==> config.mk <==
export PLATFORM = sky130hd
export DESIGN_NAME = discrete_sense_spi
export DESIGN_NICKNAME = d
export VERILOG_FILES = /design/src/rtl/dsense_pkg.sv /design/src/rtl/dsense_spi_ctrl.sv /design/src/rtl/dsense_regfile.sv /design/src/rtl/discrete_sense_spi.sv
export SDC_FILE = /design/constraint.sdc
export NUM_CORES = 1
export LEC_CHECK = 0
export ABC_AREA = 1
export BUFFER_PORTS_ARGS = -buffer_cell sky130_fd_sc_hd__buf_4
export CORE_ASPECT_RATIO = 0.6
export CORE_MARGIN = 2
export CORE_UTILIZATION = 50
export DETAILED_ROUTE_END_ITERATION = 10
export PLACE_DENSITY = 0.71
export SYNTH_ARGS = -nofsm -noshare
export SYNTH_HDL_FRONTEND = slang
export SYNTH_SLANG_ARGS = --single-unit
==> constraint.sdc <==
create_clock -name clk -period 2.2 [get_ports clk]
set_input_delay 0.44 -clock clk [delete_from_list [all_inputs] [get_ports clk]]
set_output_delay 0.44 -clock clk [all_outputs]
set_load 0.005 [all_outputs]
==> src/rtl/dsense_pkg.sv <==
package dsense_pkg;

  // Register addresses (seven bits, carried in the low bits of the command)
  localparam logic [6:0] ADDR_CTRL        = 7'h02;
  localparam logic [6:0] ADDR_MODE        = 7'h04;
  localparam logic [6:0] ADDR_SENSE_BYTE0 = 7'h10;
  localparam logic [6:0] ADDR_GND_TH      = 7'h3A;
  localparam logic [6:0] ADDR_SUP_TH      = 7'h3C;
  localparam logic [6:0] ADDR_SENSE_ALL   = 7'h78;

  // Control byte fields
  localparam int CTRL_TEST_BIT = 0;
  localparam int CTRL_SRST_BIT = 1;

  // Hysteresis parity bit inside a threshold word
  localparam int HYST_LSB = 8;

  // Strobes from the serial control to the register datapath
  typedef struct packed {
    logic       capture;    // read command byte complete: snapshot and load
    logic       shiftOut;   // advance the read shifter by one bit
    logic       dataByte0;  // first data byte of a write complete
    logic       dataByte1;  // second data byte of a write complete
    logic [6:0] addr;       // register address of this transaction
    logic [7:0] rxByte;     // byte that just completed
  } dsStrobe_t;

endpackage

==> src/rtl/dsense_spi_ctrl.sv <==
module dsense_spi_ctrl
  import dsense_pkg::*;
#(
  parameter int SYNC_STAGES = 2   // at least 2
) (
  input  logic      clk,
  input  logic      rstN,
  input  logic      sclkIn,
  input  logic      csNIn,
  input  logic      mosiIn,
  output dsStrobe_t stb,
  output logic      readPhase
);

  localparam int BYTE_BITS = 8;
  localparam int CNT_W     = $clog2(BYTE_BITS);
  localparam logic [CNT_W-1:0] LAST_BIT = CNT_W'(BYTE_BITS - 1);

  // Pin synchronisers
  logic [SYNC_STAGES-1:0] sclkPipe, csPipe, mosiPipe;
  logic sclkS, csActive, mosiS, sclkLast;

  always_ff @(posedge clk or negedge rstN) begin
    if (!rstN) begin
      sclkPipe <= '0;
      csPipe   <= '1;
      mosiPipe <= '0;
    end else begin
      sclkPipe <= {sclkPipe[SYNC_STAGES-2:0], sclkIn};
      csPipe   <= {csPipe[SYNC_STAGES-2:0], csNIn};
      mosiPipe <= {mosiPipe[SYNC_STAGES-2:0], mosiIn};
    end
  end

  assign sclkS    = sclkPipe[SYNC_STAGES-1];
  assign csActive = !csPipe[SYNC_STAGES-1];
  assign mosiS    = mosiPipe[SYNC_STAGES-1];

  // Framing state
  logic [CNT_W-1:0] bitCnt;
  logic [6:0]       rxShift;
  logic             cmdSeen, isRead;
  logic [6:0]       addrQ;
  logic [1:0]       dataCnt;
  logic             sclkRise, byteEnd;
  logic [7:0]       rxNext;

  assign sclkRise = csActive && sclkS && !sclkLast;
  assign byteEnd  = sclkRise && (bitCnt == LAST_BIT);
  assign rxNext   = {rxShift, mosiS};

  always_ff @(posedge clk or negedge rstN) begin
    if (!rstN) begin
      sclkLast <= 1'b0;
      bitCnt   <= '0;
      rxShift  <= '0;
      cmdSeen  <= 1'b0;
      isRead   <= 1'b0;
      addrQ    <= '0;
      dataCnt  <= '0;
    end else begin
      sclkLast <= sclkS;
      if (!csActive) begin
        bitCnt  <= '0;
        cmdSeen <= 1'b0;
        isRead  <= 1'b0;
        dataCnt <= '0;
      end else if (sclkRise) begin
        bitCnt  <= bitCnt + 1'b1;
        rxShift <= rxNext[6:0];
        if (byteEnd) begin
          if (!cmdSeen) begin
            cmdSeen <= 1'b1;
            isRead  <= rxNext[7];
            addrQ   <= rxNext[6:0];
          end else if (dataCnt != 2'd3) begin
            dataCnt <= dataCnt + 2'd1;
          end
        end
      end
    end
  end

  always_comb begin
    stb.capture   = byteEnd && !cmdSeen && rxNext[7];
    stb.shiftOut  = sclkRise && cmdSeen && isRead;
    stb.dataByte0 = byteEnd && cmdSeen && !isRead && (dataCnt == 2'd0);
    stb.dataByte1 = byteEnd && cmdSeen && !isRead && (dataCnt == 2'd1);
    stb.addr      = cmdSeen ? addrQ : rxNext[6:0];
    stb.rxByte    = rxNext;
  end

  assign readPhase = csActive && cmdSeen && isRead;

endmodule

==> src/rtl/dsense_regfile.sv <==
module dsense_regfile
  import dsense_pkg::*;
#(
  parameter int NUM_CH = 32   // multiple of 8, at least 16
) (
  input  logic                   clk,
  input  logic                   rstN,
  input  dsStrobe_t              stb,
  input  logic                   readPhase,
  input  logic [NUM_CH-1:0]      senseIn,
  output logic                   miso,
  output logic                   testMode,
  output logic [NUM_CH/8-1:0]    bankMode,
  output logic [15:0]            gndThresh,
  output logic [15:0]            supThresh,
  output logic                   locked
);

  localparam int BANKS = NUM_CH / 8;
  localparam int TX_W  = NUM_CH;

  logic [TX_W-1:0] txReg;
  logic [TX_W-1:0] readVal;
  logic [7:0]      highHold;
  logic [BANKS-1:0] byteHit;
  logic            softRst;

  // One decode per sense bank
  genvar k;
  generate
    for (k = 0; k < BANKS; k++) begin : g_bank_hit
      assign byteHit[k] = (stb.addr == ADDR_SENSE_BYTE0 + 7'(2 * k));
    end
  endgenerate

  // Read value, left-justified so the first byte sits at the MSB end
  always_comb begin
    readVal = '0;
    if (stb.addr == ADDR_CTRL)
      readVal[TX_W-1 -: 8] = {7'b0, testMode};
    else if (stb.addr == ADDR_MODE)
      readVal[TX_W-1 -: 8] = 8'(bankMode);
    else if (stb.addr == ADDR_GND_TH)
      readVal[TX_W-1 -: 16] = gndThresh;
    else if (stb.addr == ADDR_SUP_TH)
      readVal[TX_W-1 -: 16] = supThresh;
    else if (stb.addr == ADDR_SENSE_ALL)
      readVal = senseIn;
    for (int b = 0; b < BANKS; b++)
      if (byteHit[b]) readVal[TX_W-1 -: 8] = senseIn[8*b +: 8];
  end

  assign softRst = stb.dataByte0 && (stb.addr == ADDR_CTRL) && stb.rxByte[CTRL_SRST_BIT];

  // Read shifter: loaded at the end of the command byte, which is the snapshot
  always_ff @(posedge clk or negedge rstN) begin
    if (!rstN) begin
      txReg <= '0;
    end else if (stb.capture) begin
      txReg <= locked ? '0 : readVal;
    end else if (stb.shiftOut) begin
      txReg <= {txReg[TX_W-2:0], 1'b0};
    end
  end

  // Configuration registers and lock
  always_ff @(posedge clk or negedge rstN) begin
    if (!rstN) begin
      testMode  <= 1'b0;
      bankMode  <= '0;
      gndThresh <= '0;
      supThresh <= '0;
      highHold  <= '0;
      locked    <= 1'b0;
    end else if (softRst) begin
      testMode  <= 1'b0;
      bankMode  <= '0;
      gndThresh <= '0;
      supThresh <= '0;
      highHold  <= '0;
      locked    <= 1'b0;
    end else if (!locked) begin
      if (stb.dataByte0) begin
        if (stb.addr == ADDR_CTRL)
          testMode <= stb.rxByte[CTRL_TEST_BIT];
        else if (stb.addr == ADDR_MODE)
          bankMode <= stb.rxByte[BANKS-1:0];
        else if (stb.addr == ADDR_GND_TH || stb.addr == ADDR_SUP_TH)
          highHold <= stb.rxByte;
      end
      if (stb.dataByte1) begin
        if (stb.addr == ADDR_GND_TH) begin
          gndThresh <= {highHold, stb.rxByte};
          locked    <= highHold[HYST_LSB-8];
        end else if (stb.addr == ADDR_SUP_TH) begin
          supThresh <= {highHold, stb.rxByte};
          locked    <= highHold[HYST_LSB-8];
        end
      end
    end
  end

  assign miso = readPhase && !locked && txReg[TX_W-1];

endmodule

==> src/rtl/discrete_sense_spi.sv <==
module discrete_sense_spi
  import dsense_pkg::*;
#(
  parameter int NUM_CH      = 32,
  parameter int SYNC_STAGES = 2
) (
  input  logic                clk,
  input  logic                rstN,
  input  logic                sclk,
  input  logic                csN,
  input  logic                mosi,
  output logic                miso,
  input  logic [NUM_CH-1:0]   senseIn,
  output logic                testMode,
  output logic [NUM_CH/8-1:0] bankMode,
  output logic [15:0]         gndThresh,
  output logic [15:0]         supThresh,
  output logic                locked
);

  dsStrobe_t stb;
  logic      readPhase;

  dsense_spi_ctrl #(.SYNC_STAGES(SYNC_STAGES)) u_ctrl (
    .clk       (clk),
    .rstN      (rstN),
    .sclkIn    (sclk),
    .csNIn     (csN),
    .mosiIn    (mosi),
    .stb       (stb),
    .readPhase (readPhase)
  );

  dsense_regfile #(.NUM_CH(NUM_CH)) u_regs (
    .clk       (clk),
    .rstN      (rstN),
    .stb       (stb),
    .readPhase (readPhase),
    .senseIn   (senseIn),
    .miso      (miso),
    .testMode  (testMode),
    .bankMode  (bankMode),
    .gndThresh (gndThresh),
    .supThresh (supThresh),
    .locked    (locked)
  );

endmodule

==> run summary <==
Die X - 139 µm
Initial core utilization - 51.5%
Yosys warns - 0
CTS clock-pin slew for the worst setup and hold paths - 80 ps
Root Buffer - clkbuf_16
Initial DRC Count - 564
Chip height - 84.9 µm
Critical Path Fanout Max - 14
Max rail drop VDD - 0.459 mV
Period Utilization, post-route - 95.6%
Reg2reg setup slack - 100 ps
I/O pins - 76
Nets@finish - 807
Diode count - 0
Detailed Route WL - 16800 µm
Startpoint types - flip-flop
Status - completed
Fin. Hold Viols - 0
Share of the synthesized area in the top cell type - 47.7%
Number of global-route vias before repair - 4746
CP Data Arrival Time - 2380 ps
Post-synth EDFFs - 0
Top Layer Used - met4
# setup viols final - 0
Critical Path End Type - flip-flop
Synth cell count leaders - 148 x nand2_1, 104 x dfrtp_1, 59 x a21oi_1, 58 x nand3_1, 54 x inv_1
Max Fclk - 475 MHz
Post-route ant nets - 0
Synth cell types - 41
Wire length on met2 - 6960 µm
Wirelength per Cell - 18.5 µm
Synth Area in XOR/XNOR - 0%
Hold Slack - 70.9 ps
Longest Clk Path Bufs - 2
Switch share - 28.2%
CTS tree - done
Most common cell in the netlist - nand2_1
Cell taking the most area after synthesis - dfrtp_1
Clock latency on the worst-skew pair - 360 ps
Sequential Power Share - 47.2%
Power Total - 4.31 mW
TritonCTS Buffers - 9
DR DRC count - 0
Total leakage power - 3.09 nW
Detail Placement HPWL - 12500 µm
Area contributors post-synth - dfrtp_1 48%, nand2_1 10%, a21oi_1 5.4%
Share of cells above drive strength 1 - 25.3%
Worst setup margin - 96.8 ps
Largest net degree at the start of global routing - 42
Ys async rst share - 100%
Setup CP Type - reg2reg
Setup WS pre-CTS - 31.8 ps
Post-Syn Area per Cell - 8.21 µm²
Worst-margin pin slew - 581 ps
Min cycle time layout - 2100 ps
Clock sink count - 106
Core box area - 10600 µm²
Post-Synth Simple-Gate Area - 26.2%
DR vias - 5159
Clock power share - 40.2%
First drt pass iteration count - 5
H-tree Lvls - 3
Adder-cell area share of the yosys netlist - 1.15%
Max-slew violations - 0
Post-synthesis sequential area ratio - 48.7%
Layout Utilization - 63.7%
Hold/Removal Path Class - in2async
Mapped Cells - 665
Fin Setup TNS - 0 ps
Yosys reg bits - 106
Max-cap viol count - 0
Port Buffer Count - 75
Row cnt - 29
Initial antenna violation count - 0
Top FF cell, synth - dfrtp_1
Routed length on met1 - 8090 µm
Routed wl met3 - 1620 µm
RePlAce Congestion - 0.971
Routed vias/inst - 5.68
First-pass GRT wire length - 26300 µm
Largest family of logic cells by synthesized area - simple AND/OR/NAND/NOR gates
Relative slew slack - 61.3%
Die area - 11800 µm²
Synth Area in Compound Gates - 15.7%
Comb power frac - 12.6%
Setup Skew - 10.1 ps
Post-synthesis mux area share - 0%
Power density cells - 639 nW/µm²
CP required - 2480 ps
GRT Overall Usage - 28.6%
P_sw - 1.21 mW
Syn_nets - 707
Layout area overhead - 23.6%
Int Power - 3.10 mW
Mapped cell area - 5460 µm²
Total grt overflow - 0
cell families after synthesis:
family | Yosys count
and+or+nand+nor | 304
adders and majority gates | 5
AOI/OAI and AO/OA | 153
buffers and inverters | 97
DFF | 106
per-layer routing:
layer,up-vias,GRT usage [%]
li1,2419,-
met1,2467,45.9
met3,18,7.39
met2,255,39.1
met4,0,5.23
met5,-,0
area by class of cell:
cell class,count,area (µm²)
clock buffer,9,225
clock inverter,7,95.1
fill,927,3850
inverter,64,250
multi-input combinational,462,2390
sequential,106,2660
tap,139,174
timing repair buffer,122,957
layout by cell type, fill, tap and decap left out, types with 2 or more instances in the layout:
master,count
nor2_4,6
o211ai_1,12
nand4_1,11
nand2_1,147
nand3_2,2
inv_6,2
dfstp_2,2
nor3_1,2
o22ai_1,17
inv_1,54
o221ai_2,2
o21ai_0,23
ha_1,5
clkinv_4,2
nand3_1,58
inv_2,6
inv_4,2
buf_4,118
nor2_1,45
nor3_4,2
dfrtp_1,104
buf_12,3
nand2_4,2
nor2_2,4
or2_2,3
a21oi_1,59
clkbuf_16,9
o21ai_1,31
inv_8,2
a31oi_1,2
o21ai_2,3
nand2_2,15
stage by stage:
stage / cell area (µm²) / cells
finish: 6750 / 909
floorplan: 5460 / 665
detailed placement: 6360 / 890
global route: 6750 / 909
CTS: 6680 / 906
global placement: 6360 / 890
critical path: stages, from the launching register on:
cell      delay (ps)
dfrtp_1          400
buf_4            160
inv_4             80
buf_4            140
nand2_1           60
nand2_1           80
nand2_1           90
nor2_4           170
nand2_2           70
buf_4            190
o21ai_0          240
o221ai_2         160
a21oi_1          180
power by group through the flow:
stage / Clock [mW] / Combinational, mW / Sequential (mW)
2_1_floorplan: 0 / 0.243 / 2.05
3_3_place_gp: 0 / 0.510 / 2.07
3_5_place_dp: 0 / 0.513 / 2.07
4_1_cts: 1.76 / 0.517 / 2.03
5_1_grt: 1.83 / 0.584 / 2.04
6_report: 1.74 / 0.542 / 2.04
worst paths after layout:
kind / end / from / depth (start not counted)
min reg2reg: u_ctrl.mosiPipe[1] / u_ctrl.mosiPipe[0] / 0
max: u_regs.txReg[19] / u_ctrl.cmdSeen / 12
max in group asynchronous: u_regs.txReg[2] / rstN / 2
max reg2reg: u_regs.txReg[19] / u_ctrl.cmdSeen / 12
min in group clk: u_ctrl.csPipe[0] / csN / 1
min: u_ctrl.sclkPipe[1] / rstN / 1
sequential cells by signal (all words and copies together) (netlist names), 3 cells and up:
name / count
u_regs.bankMode: 4
u_regs.highHold: 8
u_regs.supThresh: 16
u_regs.gndThresh: 16
u_ctrl.addrQ: 7
u_ctrl.bitCnt: 3
u_regs.txReg: 32
u_ctrl.rxShift: 7
timing repair:
action,4_1_cts,5_1_grt
hold buffers,0,0
gates cloned,0,0
buffers inserted,0,3
pin swaps,0,2
gates resized for setup,1,14
setup endpoints to repair,1,67
Note: power is estimated with default switching activity, not from simulation.
